--- src/rtl/caltime_step.sv ---
module caltime_step #(
  parameter int DST_GUARD = 2
) (
  input  logic       clk,
  input  logic       rst_n,
  input  logic       sec_tick,
  input  logic       cfg_we,
  input  logic       cfg_bin_in,
  input  logic       cfg_h24_in,
  input  logic       cfg_dst_in,
  input  logic       wr_en,
  input  logic [2:0] wr_sel,
  input  logic [7:0] wr_data,
  output logic [7:0] t_sec,
  output logic [7:0] t_min,
  output logic [7:0] t_hour,
  output logic [7:0] t_wday,
  output logic [7:0] t_mday,
  output logic [7:0] t_mon,
  output logic [7:0] t_year,
  output logic       upd_done
);
  localparam int CW = $clog2(DST_GUARD + 1);
  localparam logic [CW-1:0] GUARD = CW'(DST_GUARD);

  function automatic logic [7:0] dec(input logic [7:0] v, input logic b);
    return b ? v : ({4'd0, v[7:4]} * 8'd10 + {4'd0, v[3:0]});
  endfunction

  function automatic logic [7:0] enc(input logic [7:0] v, input logic b);
    logic [7:0] q, r;
    q = v / 8'd10;
    r = v - q * 8'd10;
    return b ? v : {q[3:0], r[3:0]};
  endfunction

  logic [7:0] tr [7];
  logic       cfg_bin, cfg_h24, cfg_dst;
  logic [CW-1:0] ok_cnt;
  logic       fall_done;
  logic       pend_v;
  logic [2:0] pend_sel;
  logic [7:0] pend_data;

  logic [7:0] c_s, c_m, c_h, c_wd, c_md, c_mo, c_yr, h12raw, mlen;
  logic [7:0] n_s, n_m, n_h, n_wd, n_md, n_mo, n_yr, hh, n_hreg;
  logic       at_159, spring, fall, day_wrap;

  always_ff @(posedge clk)
    if (cfg_we) {cfg_bin, cfg_h24, cfg_dst} <= {cfg_bin_in, cfg_h24_in, cfg_dst_in};

  always_comb begin
    c_s  = dec(tr[0], cfg_bin);
    c_m  = dec(tr[1], cfg_bin);
    c_wd = tr[3];
    c_md = dec(tr[4], cfg_bin);
    c_mo = dec(tr[5], cfg_bin);
    c_yr = dec(tr[6], cfg_bin);
    h12raw = dec({1'b0, tr[2][6:0]}, cfg_bin);
    if (cfg_h24) c_h = dec(tr[2], cfg_bin);
    else         c_h = (h12raw == 8'd12 ? 8'd0 : h12raw) + (tr[2][7] ? 8'd12 : 8'd0);
  end

  always_comb
    case (c_mo)
      8'd2:                         mlen = (c_yr[1:0] == 2'd0) ? 8'd29 : 8'd28;
      8'd4, 8'd6, 8'd9, 8'd11:      mlen = 8'd30;
      default:                      mlen = 8'd31;
    endcase

  assign at_159 = (c_h == 8'd1) && (c_m == 8'd59) && (c_s == 8'd59);
  assign spring = cfg_dst && (ok_cnt == GUARD) && at_159 && (c_mo == 8'd4)
                  && (c_wd == 8'd1) && (c_md <= 8'd7);
  assign fall   = cfg_dst && (ok_cnt == GUARD) && at_159 && (c_mo == 8'd10)
                  && (c_wd == 8'd1) && (c_md >= 8'd25) && !fall_done;

  always_comb begin
    n_s = c_s; n_m = c_m; n_h = c_h; n_wd = c_wd;
    n_md = c_md; n_mo = c_mo; n_yr = c_yr;
    day_wrap = 1'b0;
    if (spring) begin
      n_s = 8'd0; n_m = 8'd0; n_h = 8'd3;
    end else if (fall) begin
      n_s = 8'd0; n_m = 8'd0; n_h = 8'd1;
    end else if (c_s < 8'd59) begin
      n_s = c_s + 8'd1;
    end else begin
      n_s = 8'd0;
      if (c_m < 8'd59) n_m = c_m + 8'd1;
      else begin
        n_m = 8'd0;
        if (c_h < 8'd23) n_h = c_h + 8'd1;
        else begin
          n_h = 8'd0;
          day_wrap = 1'b1;
          n_wd = (c_wd >= 8'd7) ? 8'd1 : c_wd + 8'd1;
          if (c_md < mlen) n_md = c_md + 8'd1;
          else begin
            n_md = 8'd1;
            if (c_mo < 8'd12) n_mo = c_mo + 8'd1;
            else begin
              n_mo = 8'd1;
              n_yr = (c_yr >= 8'd99) ? 8'd0 : c_yr + 8'd1;
            end
          end
        end
      end
    end
    hh = (n_h >= 8'd12) ? n_h - 8'd12 : n_h;
    if (hh == 8'd0) hh = 8'd12;
    n_hreg = cfg_h24 ? enc(n_h, cfg_bin) : {n_h >= 8'd12, enc(hh, cfg_bin)[6:0]};
  end

  always_ff @(posedge clk or negedge rst_n)
    if (!rst_n) begin
      tr[0] <= 8'd0; tr[1] <= 8'd0; tr[2] <= 8'd0; tr[3] <= 8'd1;
      tr[4] <= 8'd1; tr[5] <= 8'd1; tr[6] <= 8'd0;
      upd_done  <= 1'b0;
      ok_cnt    <= '0;
      fall_done <= 1'b0;
      pend_v    <= 1'b0;
      pend_sel  <= 3'd0;
      pend_data <= 8'd0;
    end else begin
      upd_done <= sec_tick;
      if (sec_tick) begin
        tr[0] <= enc(n_s, cfg_bin);
        tr[1] <= enc(n_m, cfg_bin);
        tr[2] <= n_hreg;
        tr[3] <= n_wd;
        tr[4] <= enc(n_md, cfg_bin);
        tr[5] <= enc(n_mo, cfg_bin);
        tr[6] <= enc(n_yr, cfg_bin);
        ok_cnt <= (spring || fall) ? '0 : ((ok_cnt == GUARD) ? ok_cnt : ok_cnt + 1'b1);
        if (fall) fall_done <= 1'b1;
        else if (day_wrap) fall_done <= 1'b0;
        if (wr_en && wr_sel != 3'd7) begin
          pend_v <= 1'b1; pend_sel <= wr_sel; pend_data <= wr_data;
        end
      end else begin
        pend_v <= 1'b0;
        if (pend_v) tr[pend_sel] <= pend_data;
        if (wr_en && wr_sel != 3'd7) tr[wr_sel] <= wr_data;
        if (pend_v || (wr_en && wr_sel != 3'd7)) begin
          ok_cnt <= '0; fall_done <= 1'b0;
        end
      end
    end

  assign t_sec  = tr[0];
  assign t_min  = tr[1];
  assign t_hour = tr[2];
  assign t_wday = tr[3];
  assign t_mday = tr[4];
  assign t_mon  = tr[5];
  assign t_year = tr[6];

  AST_DONE_AFTER_TICK: assert property (@(posedge clk) disable iff (!rst_n)
    sec_tick |=> upd_done);
  AST_DONE_ONLY_AFTER_TICK: assert property (@(posedge clk) disable iff (!rst_n)
    upd_done |-> $past(sec_tick));
  AST_BCD_DIGITS: assert property (@(posedge clk) disable iff (!rst_n)
    (upd_done && !cfg_bin) |-> (t_sec[3:0] <= 4'd9 && t_min[3:0] <= 4'd9));
  AST_WDAY_RANGE: assert property (@(posedge clk) disable iff (!rst_n)
    upd_done |-> (t_wday >= 8'd1 && t_wday <= 8'd7));
  AST_SPRING_SKIP: assert property (@(posedge clk) disable iff (!rst_n)
    (sec_tick && spring) |=> (c_h == 8'd3 && c_s == 8'd0));
  AST_NO_DST_WHEN_OFF: assert property (@(posedge clk) disable iff (!rst_n)
    (sec_tick && !cfg_dst && !cfg_we && at_159) |=> (c_h == 8'd2));
endmodule

--- config.mk ---
export PLATFORM = sky130hd
export DESIGN_NAME = caltime_step
export DESIGN_NICKNAME = d
export VERILOG_FILES = /design/src/rtl/caltime_step.sv
export SDC_FILE = /design/constraint.sdc
export NUM_CORES = 1
export LEC_CHECK = 0
export BUFFER_PORTS_ARGS = -buffer_cell sky130_fd_sc_hd__buf_2
export CELL_PAD_IN_SITES_DETAIL_PLACEMENT = 0
export CELL_PAD_IN_SITES_GLOBAL_PLACEMENT = 1
export CORE_MARGIN = 1
export CORE_UTILIZATION = 43
export CTS_BUF_LIST = sky130_fd_sc_hd__clkbuf_16
export DETAILED_ROUTE_END_ITERATION = 10
export PLACE_DENSITY_LB_ADDON = 0.1
export SLEW_MARGIN = 20
export SYNTH_ARGS = -nofsm -noshare
export SYNTH_HDL_FRONTEND = slang
export SYNTH_SLANG_ARGS = --single-unit
--- constraint.sdc ---
create_clock -name clk -period 11.2 [get_ports clk]
set_input_delay 2.24 -clock clk [delete_from_list [all_inputs] [get_ports clk]]
set_output_delay 2.24 -clock clk [all_outputs]
set_load 0.01 [all_outputs]
## Word-level counts from Yosys, hierarchy flattened

Index checks and enable logic that the tools add are counted.
Widths: inputs -> output; s select.

- Reduce and logical (&&, ||, !) cells: 25
- $mul: 14
- Bitwise logic cells: 2
- Muxes and demuxes: 86
- Magnitude comparators: 14
- Add/subtract/negate cells: 24
- Equal/unequal tests: 21
- Divide/modulo/power cells: 7

Operators with widths:

| operator | number |
|---|---|
| $mux 8 | 59 |
| $mux 56 | 4 |
| $bwmux 56 | 2 |
| $add 8x1->8 const B | 7 |
| $add 8x4->8 | 7 |
| $div 8x4->8 const B | 7 |
| $mul 8x3->3 const B | 7 |
| $demux 8 s3 | 2 |
| $mul 4x3->7 const B | 6 |
| $eq 8x4->1 const B | 4 |
| $sub 4x4->4 | 7 |
| $eq 8x1->1 const B | 2 |
| $eq 8x3->1 const B | 2 |
| $eq 8x6->1 const B | 2 |
| $lt 8x6->1 const B | 2 |
| $logic_and 1x1->1 | 14 |
| $mux 1 | 12 |
| $ne 2x2->1 const B | 5 |
| $add 7x4->8 | 1 |
| $eq 8x2->1 const B | 1 |
| $ge 4x4->1 const B | 2 |
| $ge 8x3->1 const B | 1 |
| $ge 8x4->1 const B | 1 |
| $ge 8x5->1 const B | 1 |
| 26 further kinds | 35 |

- Word-level logic and storage cells: 209
- Register bits after elaboration: 75
- Input bits: 19
- Output and inout port bits: 57

## Longest topological paths before layout

- Depth after elaboration: 27
- Gate-level depth with buffers: 51
- Mapped depth without buffers: 49

## Worst setup path after synthesis

Ideal clock, no wire load.

- Path kind: reg-to-reg
- From: register tr (netlist bit t_hour[6])
- To: register tr (netlist bit t_hour[3])
- Path buffers: 1
- Setup time: 67 ps
- Arrival: 9135 ps
- Cell stages (with the launch flop): 49
- Clock period less this slack: 9202 ps
- Path slack: 1998 ps
- Required time: 11133 ps
- Cell sequence: dfrtp_1 -> ha_1 -> ha_1 -> and3_4 -> or4_4 -> nand3_1 -> nand3_1 -> nor3_1 -> nor2_1 -> ha_1 -> inv_1 -> fa_1 -> nand2_1 -> a2111oi_0 -> nor2_1 -> a21o_1 -> o221ai_1 -> or3_1 -> (+13 left out) -> a21oi_1 -> maj3_1 -> o21ai_0 -> inv_1 -> ha_1 -> nand2_1 -> and2_1 -> o32ai_1 -> o21ai_0 -> a21o_1 -> ha_1 -> inv_1 -> ha_1 -> nor2_1 -> xnor2_1 -> xnor2_1 -> mux2i_1 -> o2111a_1

- Cells in the longest elaborated chain, start to end: 27
- Elaborated cells on any way between the ends: 43
- Classes of those cells: add/sub: 7; mul: 4; div: 2; order compare: 2; eq/ne: 2; mux: 15; reduce/logical: 11

Ends and longest elaborated chain:

| item | RTL line | source |
|---|---|---|
| from (decl) | 37 | `logic [7:0] tr [7];` |
| from (signal, indexed assignment) | 142 | `if (pend_v) tr[pend_sel] <= pend_data;` |
| from (signal, indexed assignment) | 143 | `if (wr_en && wr_sel != 3'd7) tr[wr_sel] <= wr_data;` |
| $mul 3x3->6 | 27 | `return b ? v : ({4'd0, v[7:4]} * 8'd10 + {4'd0, v[3:0]});` |
| $add 7x4->8 | 27 |  |
| $mux 8 | 27 |  |
| $eq 8x4->1 | 61 | `else c_h = (h12raw == 8'd12 ? 8'd0 : h12raw) + (tr[2][7] ? 8'd12 : 8'd0);` |
| $mux 8 | 61 |  |
| $add 8x4->8 | 61 |  |
| $mux 8 (*) | 60 | `if (cfg_h24) c_h = dec(tr[2], cfg_bin);` |
| parallel branches: the longest is 9 deep, another holds $add 8x1->8 | -- |  |
| (+3 left out) | -- |  |
| $logic_not 8->1 | 110 | `if (hh == 8'd0) hh = 8'd12;` |
| $mux 8 | 110 |  |
| $div 8x4->8 | 32 | `q = v / 8'd10;` |
| $mul 8x3->3 | 33 | `r = v - q * 8'd10;` |
| $sub 4x4->4 | 33 |  |
| $mux 7 | 34 | `return b ? v : {q[3:0], r[3:0]};` |
| $mux 8 (*) | 111 | `n_hreg = cfg_h24 ? enc(n_h, cfg_bin) : {n_h >= 8'd12, enc(hh, cfg_bin)[6:0]};` |
| $mux 56 (*) | 126 | `if (sec_tick) begin` |

Mark *: on every way between the ends.
A chain may end at the register's enable or synchronous reset.

## Worst setup path after layout

Ends and elaborated chain as after synthesis.

==> metrics.yaml <==
clock_tree:
  cts.clk_slew.worst_paths_ns: 0.07
  htree_levels: 3
  clock_latency_ns: 0.36
  cts_tree: "done"
  cts-root-buf: "clkbuf_16"
  cts_made_buffers: 9
  clock-sinks: 75
  clk_path_buf_depth: 2
  post_cts_buffers: 0
timing:
  finalCritPeriodShare_pct: 91.6
  finClkSkew_ns: 0.00768
  setup_tns_ns: 0
  grt_setup_unrepaired: "false"
  fmax_ghz: 0.0975
  worst_pin_slew_ns: 0.989
  hold_viol: 0
  max_slew_margin_pct: 33.5
  period_minus_slack_ns: 10.26
  slew_violations: 0
  setup-violations-final: 0
logic_synthesis:
  synth_adder_area_share_pct: 12.1
  syn_area_per_cell_um2: 7.31
  synth.top_cell.area_share_pct: 14.1
  synth_top_area_cell: "dfrtp_1"
  seq_area_frac_synth_pct: 15.5
  syn-num-nets: 1796
  netlist_instances: 1674
  synth_ff_type: "dfrtp_1"
  ys_warn_count: 0
  yosysMostFrequentCell: "nand2_1"
  synthArstFlopShare_pct: 96.0
  synthTopCellsByArea: "dfrtp_1, ha_1, nand2_1"
  ys_seq_elements: 75
  synth_cell_types: 107
  synth_top_family_by_area: "compound AO/OA/AOI/OAI gates"
  synth_area_um2: 12200
  synth_mux_area_share_pct: 9.05
  synthTopCellsByCount: "nand2_1, o21ai_0, nor2_1, a21oi_1, ha_1"
  synth_xor_area_share_pct: 4.15
  synth-edff-count: 3
  synth-simple-area-share_pct: 23.8
  synth_compound_area_share_pct: 30.3
worst_setup_path:
  path_max_fanout: 10
  start_kind: "flip-flop"
  crit_top_cell: "ha_1"
  slowest_delay_ns: 0.51
  arrival_ns: 10.55
  slowest_stage: "or3_1"
  r2r_slack_ns: 0.94
  path_class: "reg2reg"
  critPathCaptureType: "flip-flop"
  cp_data_required_time_ns: 11.50
drt:
  dr.first_iter.drc_count: 1083
  drtAntennaViolNets: 0
  vias: 12965
  routed_via_density: 6.26
  route.detailed.drc: 0
  wire_per_inst_um: 20.6
  drtPass1Iterations: 6
  wirelength_mm: 42.6
floorplanning:
  die_x_um: 171
  coreArea_um2: 27900
  core.rowCount: 61
  io_pins: 76
  initial_core_util_pct: 43.9
  dieArea_um2: 29200
  die_h_um: 171
layout:
  num_antenna_cells: 0
  drive_above_1_share_pct: 11.2
  layout.nets: 1811
  area_growth_syn_to_layout_pct: 7.59
placement:
  numPortBuffers: 75
  dpl.hpwl_mm: 31.5
  gp_congestion: 0.933
run_status:
  status: "completed"
global_routing:
  grt_pass1_vias: 11705
  gr-usage-all-layers_pct: 29.4
  grt_pass1_wl_mm: 67.0
  grt_max_degree: 83
  antenna_found_initial: 0
  grt.overflow.total: 0
flow_run:
  cap_violations: 0
hold_path:
  min-delay-path-class: "reg2reg"
[state kept, by name, indices dropped and copies added, names as in the netlist]
signal	flops
t_mday	8
t_sec	8
t_wday	8
t_mon	8
ok_cnt	2
cfg_bin	1
t_year	8
t_min	8
upd_done	1
fall_done	1
pend_sel	3
pend_data	8
cfg_h24	1
pend_v	1
cfg_dst	1
t_hour	8
[worst max-delay path, delay by kind of cell (launching register included)]
kind            cells  cell delay (ns)
compound gates     15             3.45
fa+ha+maj          10             2.74
simple gates       13             2.56
xor+xnor            3             0.52
flops               1             0.48
buf+inv             4             0.26
mux                 1             0.21
[layout make-up]
| class | instances | area [um2] |
|---|---|---|
| Timing Repair Buffer | 101 | 596 |
| Clock buffer | 9 | 225 |
| Tap cell | 378 | 473 |
| Multi-Input combinational cell | 1453 | 9730 |
| Clock inverter | 7 | 65.1 |
| Sequential cell | 75 | 1900 |
| Inverter | 49 | 186 |
| Fill cell | 2893 | 14700 |
[path summary, 6_finish.rpt]
path	from	to	cells after the start
worst max-delay path	t_hour[6]	t_hour[3]	46
worst max register to register	t_hour[6]	t_hour[3]	46
worst min-delay path	ok_cnt[1]	ok_cnt[1]	1
max in group asynchronous	rst_n	t_wday[0]	2
worst min register to register	ok_cnt[1]	ok_cnt[1]	1
min in group asynchronous	rst_n	t_min[3]	1
[through the flow]
stage / cells / cell area [um2] / hold WS (ns) / worst slack, ns / utilization (%)
3_5_place_dp: 2055 / 12900 / 0.512 / 0.822 / 46.1
4_1_cts: 2071 / 13100 / 0.533 / 0.783 / 47.2
3_3_place_gp: 2055 / 12900 / 0.498 / 1.03 / 46.1
2_1_floorplan: 1674 / 12200 / 0.477 / 2.00 / -
6_report: 2072 / 13200 / 0.543 / 0.944 / 47.3
5_1_grt: 2072 / 13200 / 0.592 / 0.103 / 47.3
[kinds of logic (layout without fill, tap and decap cells)]
family,after synthesis,in the layout
AO/OA/AOI/OAI,557,557
XOR/XNOR,58,58
adder cells (fa/ha/maj),108,108
buffers and inverters,146,166
flip-flops,75,75
multiplexers,104,104
AND/OR/NAND/NOR,626,626
[layer usage]
metal / global-route usage, % / part of all wire [%] / vias up
met5: 0 / 0 / -
met4: 6.89 / 2.4 / 0
met1: 42.4 / 47 / 6202
met3: 3.79 / 6.6 / 69
met2: 46.2 / 44 / 454
li1: - / - / 6240
[layout by cell type, fill, tap and decap left out, types with 21 or more instances in the layout]
cell and instances:
nand3_1 51, and2_1 21, mux2i_1 80, o21ai_0 174
mux2_2 21, nor3_1 34, a21oi_1 107, xnor2_1 43
buf_4 27, dfrtp_1 69, nand2_1 236, ha_1 84
nor2_1 165, a21o_1 21, a31oi_1 23, buf_2 73
inv_1 46, o211ai_1 35
[timing repair]
item	in CTS	in global routing
setup endpoints to repair	0	2
gates resized for setup	0	1
hold buffers	0	0
Power is not shown: default switching activity piles up to over one toggle a cycle in this logic, so the estimate is an artifact.
